**config.mk**
```make
export PLATFORM = sky130hd
export DESIGN_NAME = adc_step_seq
export DESIGN_NICKNAME = d
export VERILOG_FILES = /design/src/rtl/adc_seq_pkg.sv /design/src/rtl/seq_pick.sv /design/src/rtl/seq_regs.sv /design/src/rtl/seq_core.sv /design/src/rtl/adc_step_seq.sv
export SDC_FILE = /design/constraint.sdc
export NUM_CORES = 1
export LEC_CHECK = 0
export ABC_CLOCK_PERIOD_IN_PS = 4000
export BUFFER_PORTS_ARGS = -buffer_cell sky130_fd_sc_hd__buf_2
export CORE_MARGIN = 1.5
export CORE_UTILIZATION = 56
export CTS_CLUSTER_SIZE = 20
export DETAILED_ROUTE_END_ITERATION = 10
export GPL_ROUTABILITY_DRIVEN = 0
export HOLD_SLACK_MARGIN = 0.12
export PLACE_DENSITY = 0.79
export SYNTH_ARGS = -nofsm -noshare
export SYNTH_HDL_FRONTEND = slang
export SYNTH_SLANG_ARGS = --single-unit
```
**constraint.sdc**
```tcl
create_clock -name clk -period 4 [get_ports clk]
set_input_delay 0.2 -clock clk [delete_from_list [all_inputs] [get_ports clk]]
set_output_delay 0.2 -clock clk [all_outputs]
set_load 0.01 [all_outputs]
```
**src/rtl/adc_seq_pkg.sv**
```systemverilog
package adc_seq_pkg;

  localparam int DATA_W       = 12;
  localparam int ACC_W        = 16;
  localparam int OPEN_W       = 18;
  localparam int SAMP_W       = 8;
  localparam int CFG_FIFO_BIT = 26;
  localparam int CFG_CHAN_LSB = 19;
  localparam int DLY_SAMP_LSB = 24;
  localparam logic [2:0] AVG_LIMIT = 3'd4;

  typedef enum logic [2:0] {
    ST_IDLE, ST_SCAN, ST_TRIG, ST_OPEN, ST_SAMP, ST_CONV, ST_PUSH
  } seq_state_e;

  // averaging exponent, saturated at 16 samples
  function automatic logic [2:0] avg_eff(input logic [2:0] a);
    return (a > AVG_LIMIT) ? AVG_LIMIT : a;
  endfunction

  function automatic logic [4:0] avg_count(input logic [2:0] a);
    return 5'd1 << avg_eff(a);
  endfunction

  function automatic logic [DATA_W-1:0] avg_result(input logic [ACC_W-1:0] sum,
                                                   input logic [2:0] a);
    logic [ACC_W-1:0] s;
    s = sum >> avg_eff(a);
    return s[DATA_W-1:0];
  endfunction

  function automatic logic [31:0] pack_result(input logic [DATA_W-1:0] d,
                                              input logic tag,
                                              input logic [3:0] id);
    return {12'd0, (tag ? id : 4'd0), 4'd0, d};
  endfunction

endpackage

```
**src/rtl/seq_pick.sv**
```systemverilog
module seq_pick #(
  parameter int N  = 17,
  parameter int IW = 5
) (
  input  logic [N-1:0]  en,
  input  logic [IW-1:0] from,
  output logic          found,
  output logic [IW-1:0] idx
);
  // lowest enabled slot at or above 'from'
  always_comb begin
    found = 1'b0;
    idx   = '0;
    for (int i = N - 1; i >= 0; i--) begin
      if (en[i] && (IW'(i) >= from)) begin
        found = 1'b1;
        idx   = IW'(i);
      end
    end
  end
endmodule

```
**src/rtl/seq_regs.sv**
```systemverilog
module seq_regs #(
  parameter int NSLOT = 17,
  parameter int AW    = 7,
  parameter int LVL_W = 7
) (
  input  logic                   clk,
  input  logic                   rst_n,
  input  logic                   wr_en,
  input  logic [AW-1:0]          wr_addr,
  input  logic [31:0]            wr_data,
  input  logic [NSLOT-1:0]       oneshot_clr,
  input  logic [2:0]             flag_set,
  output logic                   run_en,
  output logic                   tag_en,
  output logic [NSLOT-1:0]       step_en,
  output logic [NSLOT-1:0][31:0] cfg,
  output logic [NSLOT-1:0][31:0] dly,
  output logic [LVL_W-1:0]       thr0,
  output logic [LVL_W-1:0]       thr1,
  output logic [4:0]             irq_mask,
  output logic [2:0]             flags
);
  localparam logic [AW-1:0] A_CTRL = AW'(0);
  localparam logic [AW-1:0] A_STEN = AW'(1);
  localparam logic [AW-1:0] A_THR0 = AW'(2);
  localparam logic [AW-1:0] A_THR1 = AW'(3);
  localparam logic [AW-1:0] A_FLAG = AW'(4);
  localparam logic [AW-1:0] A_MASK = AW'(5);
  localparam int            SLOT_BASE = 32;

  logic [2:0] flag_clr;
  assign flag_clr = (wr_en && wr_addr == A_FLAG) ? wr_data[2:0] : 3'd0;

  always_ff @(posedge clk or negedge rst_n) begin
    if (!rst_n) begin
      run_en   <= 1'b0;
      tag_en   <= 1'b0;
      step_en  <= '0;
      thr0     <= '0;
      thr1     <= '0;
      irq_mask <= '0;
      flags    <= '0;
    end else begin
      if (wr_en && wr_addr == A_CTRL) begin
        run_en <= wr_data[0];
        tag_en <= wr_data[1];
      end
      if (wr_en && wr_addr == A_STEN) step_en <= wr_data[NSLOT-1:0];
      else                            step_en <= step_en & ~oneshot_clr;
      if (wr_en && wr_addr == A_THR0) thr0 <= wr_data[LVL_W-1:0];
      if (wr_en && wr_addr == A_THR1) thr1 <= wr_data[LVL_W-1:0];
      if (wr_en && wr_addr == A_MASK) irq_mask <= wr_data[4:0];
      flags <= (flags & ~flag_clr) | flag_set;
    end
  end

  for (genvar g = 0; g < NSLOT; g++) begin : g_slot
    localparam logic [AW-1:0] CFG_A = AW'(SLOT_BASE + 2 * g);
    localparam logic [AW-1:0] DLY_A = AW'(SLOT_BASE + 2 * g + 1);
    always_ff @(posedge clk or negedge rst_n) begin
      if (!rst_n) begin
        cfg[g] <= '0;
        dly[g] <= '0;
      end else if (wr_en) begin
        if (wr_addr == CFG_A) cfg[g] <= wr_data;
        if (wr_addr == DLY_A) dly[g] <= wr_data;
      end
    end
  end
endmodule

```
**src/rtl/seq_core.sv**
```systemverilog
module seq_core
  import adc_seq_pkg::*;
#(
  parameter int NSLOT = 17,
  parameter int IW    = 5
) (
  input  logic                   clk,
  input  logic                   rst_n,
  input  logic                   run_en,
  input  logic                   tag_en,
  input  logic [NSLOT-1:0]       step_en,
  input  logic [NSLOT-1:0][31:0] cfg,
  input  logic [NSLOT-1:0][31:0] dly,
  input  logic                   hw_trig,
  input  logic                   adc_ack,
  input  logic [DATA_W-1:0]      adc_data,
  input  logic                   f0_full,
  input  logic                   f1_full,
  output logic                   adc_req,
  output logic [3:0]             adc_chan,
  output logic                   push0,
  output logic                   push1,
  output logic [31:0]            push_word,
  output logic                   busy,
  output logic [NSLOT-1:0]       oneshot_clr,
  output logic                   eos_evt,
  output logic                   ovr0_evt,
  output logic                   ovr1_evt,
  output logic                   step_start,
  output logic                   cur_hw
);
  seq_state_e        st;
  logic [IW-1:0]     ptr, idx, pick_idx, step_id;
  logic              found;
  logic [OPEN_W-1:0] cnt;
  logic [3:0]        left;
  logic [ACC_W-1:0]  acc;

  seq_pick #(.N(NSLOT), .IW(IW)) u_pick (
    .en(step_en), .from(ptr), .found(found), .idx(pick_idx)
  );

  logic [31:0]       cur_cfg, cur_dly;
  logic [1:0]        cur_mode;
  logic [2:0]        cur_avg;
  logic              to_f1, is_charge, at_push, finishing, trig_ok;
  logic [OPEN_W-1:0] open_len, samp_len;

  assign cur_cfg   = cfg[idx];
  assign cur_dly   = dly[idx];
  assign cur_mode  = cur_cfg[1:0];
  assign cur_hw    = cur_mode[1];
  assign cur_avg   = cur_cfg[4:2];
  assign to_f1     = cur_cfg[CFG_FIFO_BIT];
  assign adc_chan  = cur_cfg[CFG_CHAN_LSB +: 4];
  assign open_len  = cur_dly[OPEN_W-1:0];
  assign samp_len  = OPEN_W'(cur_dly[DLY_SAMP_LSB +: SAMP_W]);
  assign is_charge = (idx == '0);
  assign step_id   = idx - IW'(1);

  assign trig_ok    = !cur_hw || hw_trig;
  assign step_start = run_en && st == ST_TRIG && step_en[idx] && trig_ok;
  assign at_push    = run_en && st == ST_PUSH;
  assign finishing  = at_push || (run_en && st == ST_OPEN && cnt == '0 && is_charge);

  assign push0    = at_push && !to_f1 && !f0_full;
  assign push1    = at_push &&  to_f1 && !f1_full;
  assign ovr0_evt = at_push && !to_f1 &&  f0_full;
  assign ovr1_evt = at_push &&  to_f1 &&  f1_full;
  assign push_word = pack_result(avg_result(acc, cur_avg), tag_en, step_id[3:0]);

  assign oneshot_clr = (finishing && cur_mode == 2'd0) ? (NSLOT'(1) << idx) : '0;
  assign eos_evt     = run_en && st == ST_SCAN && !found && ptr != '0;
  assign busy        = (st == ST_OPEN) || (st == ST_SAMP) || (st == ST_CONV) || (st == ST_PUSH);
  assign adc_req     = (st == ST_CONV);

  always_ff @(posedge clk or negedge rst_n) begin
    if (!rst_n) begin
      st   <= ST_IDLE;
      ptr  <= '0;
      idx  <= '0;
      cnt  <= '0;
      left <= '0;
      acc  <= '0;
    end else if (!run_en) begin
      st  <= ST_IDLE;
      ptr <= '0;
    end else begin
      unique case (st)
        ST_IDLE: st <= ST_SCAN;
        ST_SCAN: begin
          if (found) begin
            idx <= pick_idx;
            st  <= ST_TRIG;
          end else begin
            ptr <= '0;
            st  <= ST_IDLE;
          end
        end
        ST_TRIG: begin
          if (!step_en[idx]) begin
            st <= ST_SCAN;
          end else if (trig_ok) begin
            st   <= ST_OPEN;
            cnt  <= open_len;
            acc  <= '0;
            left <= 4'(avg_count(cur_avg) - 5'd1);
          end
        end
        ST_OPEN: begin
          if (cnt == '0) begin
            if (is_charge) begin
              ptr <= idx + IW'(1);
              st  <= ST_SCAN;
            end else begin
              cnt <= samp_len;
              st  <= ST_SAMP;
            end
          end else begin
            cnt <= cnt - OPEN_W'(1);
          end
        end
        ST_SAMP: begin
          if (cnt == '0) st <= ST_CONV;
          else           cnt <= cnt - OPEN_W'(1);
        end
        ST_CONV: begin
          if (adc_ack) begin
            acc <= acc + ACC_W'(adc_data);
            if (left == '0) begin
              st <= ST_PUSH;
            end else begin
              left <= left - 4'd1;
              cnt  <= samp_len;
              st   <= ST_SAMP;
            end
          end
        end
        ST_PUSH: begin
          ptr <= idx + IW'(1);
          st  <= ST_SCAN;
        end
        default: st <= ST_IDLE;
      endcase
    end
  end
endmodule

```
**src/rtl/adc_step_seq.sv**
```systemverilog
module adc_step_seq #(
  parameter int NSLOT = 17,
  parameter int AW    = 7,
  parameter int LVL_W = 7
) (
  input  logic             clk,
  input  logic             rst_n,
  input  logic             wr_en,
  input  logic [AW-1:0]    wr_addr,
  input  logic [31:0]      wr_data,
  input  logic             hw_trig,
  output logic             adc_req,
  output logic [3:0]       adc_chan,
  input  logic             adc_ack,
  input  logic [11:0]      adc_data,
  output logic             fifo0_push,
  output logic             fifo1_push,
  output logic [31:0]      push_word,
  input  logic             fifo0_full,
  input  logic             fifo1_full,
  input  logic [LVL_W-1:0] fifo0_level,
  input  logic [LVL_W-1:0] fifo1_level,
  output logic             busy,
  output logic [4:0]       status,
  output logic             irq
);
  localparam int IW = $clog2(NSLOT + 1);

  logic                   run_en, tag_en;
  logic [NSLOT-1:0]       step_en, oneshot_clr;
  logic [NSLOT-1:0][31:0] cfg, dly;
  logic [LVL_W-1:0]       thr0, thr1;
  logic [4:0]             irq_mask;
  logic [2:0]             flags;
  logic                   eos_evt, ovr0_evt, ovr1_evt, step_start, cur_hw;
  logic                   thr0_hit, thr1_hit;

  seq_regs #(.NSLOT(NSLOT), .AW(AW), .LVL_W(LVL_W)) u_regs (
    .clk(clk), .rst_n(rst_n), .wr_en(wr_en), .wr_addr(wr_addr), .wr_data(wr_data),
    .oneshot_clr(oneshot_clr), .flag_set({ovr1_evt, ovr0_evt, eos_evt}),
    .run_en(run_en), .tag_en(tag_en), .step_en(step_en), .cfg(cfg), .dly(dly),
    .thr0(thr0), .thr1(thr1), .irq_mask(irq_mask), .flags(flags)
  );

  seq_core #(.NSLOT(NSLOT), .IW(IW)) u_core (
    .clk(clk), .rst_n(rst_n), .run_en(run_en), .tag_en(tag_en), .step_en(step_en),
    .cfg(cfg), .dly(dly), .hw_trig(hw_trig), .adc_ack(adc_ack), .adc_data(adc_data),
    .f0_full(fifo0_full), .f1_full(fifo1_full), .adc_req(adc_req), .adc_chan(adc_chan),
    .push0(fifo0_push), .push1(fifo1_push), .push_word(push_word), .busy(busy),
    .oneshot_clr(oneshot_clr), .eos_evt(eos_evt), .ovr0_evt(ovr0_evt),
    .ovr1_evt(ovr1_evt), .step_start(step_start), .cur_hw(cur_hw)
  );

  assign thr0_hit = (thr0 != '0) && (fifo0_level >= thr0);
  assign thr1_hit = (thr1 != '0) && (fifo1_level >= thr1);
  assign status   = {thr1_hit, thr0_hit, flags};
  assign irq      = |(status & irq_mask);
endmodule

```
* After elaboration in Yosys (flattened, before gate mapping) *
Cells that the tools add are included.

storage, ports and cells
  output and inout port bits = 46
  word-level logic and storage cells = 320
  input bits = 72
  register bits = 1180

cells by class
  shift operators = 3
  bitwise logic cells = 6
  mux-type cells = 77
  reductions and logical operators = 102
  eq/ne operators = 58
  magnitude comparators = 21
  add/sub/neg operators = 6

operator list
  operator                                            number
  binary-select mux 32 bit (select 5 bit)             2
  == test 7 x 6 -> 1 bit, second input constant       32
  2-to-1 mux 18 bit                                   7
  2-to-1 mux 5 bit                                    21
  case mux 18 bit (4 select lines)                    1
  AND reduction 2 bit                                 34
  2-to-1 mux 16 bit                                   3
  >= comparator 4 x 5 -> 1 bit, first input constant  8
  logical AND 1 bit                                   39
  2-to-1 mux 17 bit                                   2
  2-to-1 mux 32 bit                                   1
  case mux 16 bit (2 select lines)                    1
  2-to-1 mux 27 bit                                   1
  2-to-1 mux 3 bit                                    9
  >= comparator 3 x 5 -> 1 bit, first input constant  4
  2-to-1 mux 4 bit                                    5
  zero test 18 bit                                    1
  2-to-1 mux 1 bit                                    18
  case mux 3 bit (6 select lines)                     1
  subtractor 18 x 1 -> 18 bit, second input constant  1
  bitwise AND 17 bit                                  1
  inverter 17 bit                                     1
  left shift 1 x 5 -> 17 bit, first input constant    1
  adder 16 x 12 -> 16 bit                             1
  other kinds (49)                                    78

* Logic depth before layout (Yosys ltp) *
  depth after elaboration = 23
  gate-level depth with buffers = 18
  mapped depth without buffers = 11

* Cells and area by module *
A second synthesis with hierarchy kept.

unflattened totals
  cell total of the unflattened synthesis = 3590
  area, all modules = 52549.1 um^2

modules (own cells, without submodules)
  module        cells an instance  area each (um^2)  seq. area each (um^2)  instances
  seq_regs      2560               42449.5           28252.1                1
  seq_core      898                9218.8            1276.2                 1
  seq_pick      75                 475.5             0.0                    1
  adc_step_seq  57                 405.4             0.0                    1

* Least setup slack after synthesis *
OpenSTA, ideal clock, no wires.

  path type = register to register
  from = register u_core.idx[1]
  to = register u_core.cnt[12]
  arrival time = 4.012 ns
  data required time = 3.879 ns
  cell stages (with the launch flop) = 19
  setup slack = -0.133 ns
  period minus slack after synthesis = 4.133 ns
  library setup time = 0.121 ns
  path buffers = 9
  cell sequence = dfrtp_1 -> buf_2 -> buf_2 -> buf_2 -> buf_2 -> buf_2 -> buf_1 -> buf_2 -> inv_1 -> ha_1 -> nand2_1 -> nor2_1 -> a31o_2 -> a2111oi_0 -> and2_1 -> clkbuf_1 -> clkbuf_1 -> nand2_1 -> a22o_1

on the way
  cells in the longest elaborated chain, start to end = 6
  elaborated cells between the ends (all ways) = 16
  classes of those cells = eq/ne: 3; mux: 9; reduce/logical: 4

ends and longest elaborated chain
  item                                     line             text
  start: declaration                       seq_core.sv:33   logic [IW-1:0] ptr, idx, pick_idx, step_id;
  start signal: assignment                 seq_core.sv:93   idx <= pick_idx;
  binary-select mux 32 bit (select 5 bit)  seq_core.sv:49   assign cur_cfg = cfg[idx];
  2-to-1 mux 27 bit (implied by the code)  seq_core.sv:49
  zero test 1 bit                          seq_core.sv:61   assign trig_ok = !cur_hw || hw_trig;
  logical OR 1 bit                         seq_core.sv:61
  != test 2 x 1 -> 1 bit (no line)         -
  AND reduction 8 bit (no line)            -
  end signal: assignment                   seq_core.sv:105  cnt <= open_len;
  end signal: assignment                   seq_core.sv:116  cnt <= samp_len;
  end signal: assignment                   seq_core.sv:120  cnt <= cnt - OPEN_W'(1);
  end: declaration                         seq_core.sv:35   logic [OPEN_W-1:0] cnt;

Parallel ways exist; a longest one is shown, timed or not. The select of a mux whose other input is x is not followed.
A chain may end at the register's enable or synchronous reset.

* Worst setup path after layout *
  from = register u_core.idx[1]
  to = output push_word[0]

on the way
  cells in the longest elaborated chain, start to end = 5

ends and longest elaborated chain
  item                                         line                text
  binary-select mux 32 bit (select 5 bit) (*)  seq_core.sv:49
  2-to-1 mux 27 bit (implied by the code) (*)  seq_core.sv:49
  > comparator 3 bit                           adc_seq_pkg.sv:18   return (a > AVG_LIMIT) ? AVG_LIMIT : a;
  2-to-1 mux 3 bit (*)                         adc_seq_pkg.sv:18
  right shift 16 x 3 -> 12 bit (*)             adc_seq_pkg.sv:28   s = sum >> avg_eff(a);
  end: declaration                             adc_step_seq.sv:18  output logic [31:0] push_word,

Every way passes the cells marked *; elsewhere a longest branch is shown, timed or not. The select of a mux whose other input is x is not followed.

==> flow_summary.yaml <==
sta:
  fin_setup_tns_ns: 0
  hold_viol: 0
  setup_violations: 0
  slew_viol_final: 0
  worstMarginPinSlew_ns: 1.09
  fin_skew_ns: 0.0254
  min_period_ns: 3.79
  max_slew_margin: 0.272
  rsz0062_at_grt: "no"
  period_share: 0.948
  fmax_mhz: 264
setup_path:
  cp-start-kind: "flop"
  critPathCaptureType: "output port"
  path_buf_inv: 2
  cpMostUsedCell: "o21ai_0"
  critPathKind: "flop to output port"
  cp_cell_sequence: "mux4_2 > nand2_1 > a21oi_1 > a221o_1 > nand2b_1 > buf_4 > mux2_2 > o21ai_0 > o21ai_0 > buf_2"
  crit_required_ns: 3.80
  cp.depth: 10
  crit_family: "flip-flops"
  r2r_cells: 10
  cpPeakStageDelay_ns: 0.81
  crit_slowest_cell: "dfrtp_4"
  cp_max_fo: 34
  arrival_ns: 3.59
drt:
  wl_um: 83400
  viasPerCell: 6.38
  vias: 21800
  post_drt_wl_per_cell_um: 24.4
  drtIter0Drc: 1803
  drcViolationCount: 0
  drt_first_pass_iters: 5
  final_antenna_net_count: 0
final_layout:
  area_growth_pct: 11.9
  fin_cells: 3423
  final_common_cell: "dfrtp_1"
  num-fill-cells: 4308
  final_cell_mix: "702 x dfrtp_1, 646 x mux2_2, 146 x mux4_2, 146 x nand2_1, 98 x buf_2"
  layout-drive-gt1-share: 0.413
  nets: 2692
synth:
  synth-edff-count: 0
  synth_top_area_frac: 0.516
  synth_seq_cells: 704
  ys_types: 75
  synth_ff_type: "dfrtp_1"
  synth_top_cell_by_area: "dfrtp_1"
  syn-instance-count: 2509
  ys_seq_area_frac: 0.516
  yosysWarnings: 0
  async_flop_share: 1.00
  avgSynthCellArea_um2: 13.6
  synth_area_um2: 34200
  synth_area_leaders: "dfrtp_1 52%, mux2_2 21%, mux4_2 9.6%"
clock_network:
  clockBufferDepth: 3
  clk_pin_slew_worst_paths_ns: 0.07
  cts_root_buffer: "clkbuf_16"
  cts_max_level: 3
  cts_sinks: 704
  clk_latency_ns: 0.63
  cts_inserted_buffers: 73
  cts_tree: "done"
floorplan:
  die_y_um: 250
  rows: 90
  start_util: 0.566
  die_w_um: 250
  dieArea_um2: 62500
  ioPinCount: 118
  core_um2: 60400
global_routing:
  grt_max_degree: 116
  grt_use_met2: 0.460
  grt-busiest-layer: "met2"
  grt_antenna_before_repair: 1
  use_met3: 0.0422
  grt_pass1_wl_um: 132000
  grt_use_total: 0.272
  first_global_vias: 23400
  grt_util_met1: 0.353
  grt_overflow: 0
hold_path:
  whs_path_depth: 4
  hp-class: "input pin to flop"
placed_design:
  placed_cells: 3251
  dpl.hpwl_um: 50300
  portBuffers: 99
power_and_ir_drop:
  cellLeakagePower_nw: 18.2
  irDropWorstVdd_uv: 389
  p_per_area_nw_per_um2: 430
flow_run:
  max_cap_viol_count: 0
run_status:
  status: "completed"
-- per-stage QoR --
stage               hold WS (ns)  instance area (µm²)  total power [mW]   util  worst slack (ns)
finish                     0.126                38200              16.5  0.633             0.208
floorplan                -0.0956                34200              9.09      -            0.0233
global placement           0.286                35400              9.50  0.586             0.633
CTS                        0.132                38200              16.6  0.633           0.00837
global route               0.167                38200              17.0  0.633            0.0658
detailed placement         0.313                35400              9.64  0.586             0.513
-- worst register-to-register path: cells and delay by family (launching register included) --
| family | cells | cell delay [ns] |
|---|---|---|
| buffers and inverters | 1 | 0.10 |
| AO/OA/AOI/OAI | 3 | 0.42 |
| adder cells (fa/ha/maj) | 1 | 0.19 |
| flip-flops | 1 | 0.40 |
| AND/OR/NAND/NOR | 5 | 2.31 |
-- repair_timing --
action                                 4_1_cts  5_1_grt
endpoints found under the hold margin      432        0
buffers inserted                             0        3
setup endpoints to repair                    0        9
hold buffers                                37        0
resized for setup                            0        1
-- registers in the layout, summed over array words and instances, names as in the netlist, 4 cells and up --
| name | cells |
|---|---|
| u_regs.cfg | 170 |
| u_core.cnt | 18 |
| u_regs.thr0 | 7 |
| u_core.acc | 16 |
| u_regs.step_en | 17 |
| u_core.ptr | 5 |
| u_core.idx | 5 |
| u_regs.thr1 | 7 |
| u_regs.dly | 442 |
| u_core.left | 4 |
| u_regs.irq_mask | 5 |
-- worst paths after layout --
kind | startpoint | to | slack [ns]
max in group asynchronous | rst_n | u_regs.cfg[192]$_DFFE_PN0P_ | 2.59
hold / removal | adc_data[6] | u_core.acc[6]$_DFFE_PN0P_ | 0.13
min in group asynchronous | rst_n | u_regs.cfg[53]$_DFFE_PN0P_ | 0.19
setup reg to reg | u_core.cnt[0]$_DFFE_PN0P_ | u_regs.step_en[10]$_DFF_PN0_ | 0.43
setup / recovery | u_core.idx[1]$_DFFE_PN0P_ | push_word[0] | 0.21
hold reg to reg | u_core.left[3]$_DFFE_PN0P_ | u_core.left[3]$_DFFE_PN0P_ | 0.50
-- synthesized netlist by cell type, drive strengths merged, types with 5 or more instances --
master	count
dfrtp	704
mux2	646
mux4	146
nand2	146
clkbuf	141
o21ai	87
mux2i	74
a21oi	69
buf	63
nor2	52
o22ai	40
ha	35
inv	32
nor3	27
a22o	22
nand3	22
nand2b	21
o31ai	13
nor2b	12
or3	12
a21o	10
and2	10
nor4	10
xor2	10
a32o	6
nand4	6
o21a	6
xnor2	6
a211o	5
o21bai	5
o22a	5
-- cells by family (layout without fill, tap and decap cells) --
group	count (synthesis)	after routing	synth area share
buffers and inverters	237	353	0.0299
AO/OA/AOI/OAI	307	307	0.0575
flip-flops	704	704	0.516
other	1	17	0.000110
adder cells (fa/ha/maj)	36	36	0.0134
multiplexers	866	866	0.331
AND/OR/NAND/NOR	342	342	0.0482
XOR/XNOR	16	16	0.00410
-- power breakdown --
| group | internal, mW | leakage (nW) | total [mW] | switching [mW] |
|---|---|---|---|---|
| sequential | 7.67 | 9.53 | 7.97 | 0.302 |
| combinational | 0.831 | 7.47 | 1.58 | 0.744 |
| clock | 4.01 | 1.19 | 6.91 | 2.89 |
-- routing by layer --
layer	vias to the layer above	part of all wire
met5	-	0
met4	0	0.037
met3	200	0.058
met2	742	0.50
met1	11500	0.41
li1	9398	-
-- layout make-up --
cell class | instances | area [µm²] | area share
Sequential cell | 704 | 17600 | 0.461
Multi-Input combinational cell | 1583 | 15700 | 0.409
Clock buffer | 101 | 2090 | 0.0548
Timing Repair Buffer | 189 | 1410 | 0.0369
Tap cell | 782 | 978 | 0.0256
Clock inverter | 30 | 340 | 0.00890
Inverter | 33 | 126 | 0.00331
Antenna cell | 1 | 2.50 | 0.0000655
No activity file was read; power rests on OpenSTA's default activity.
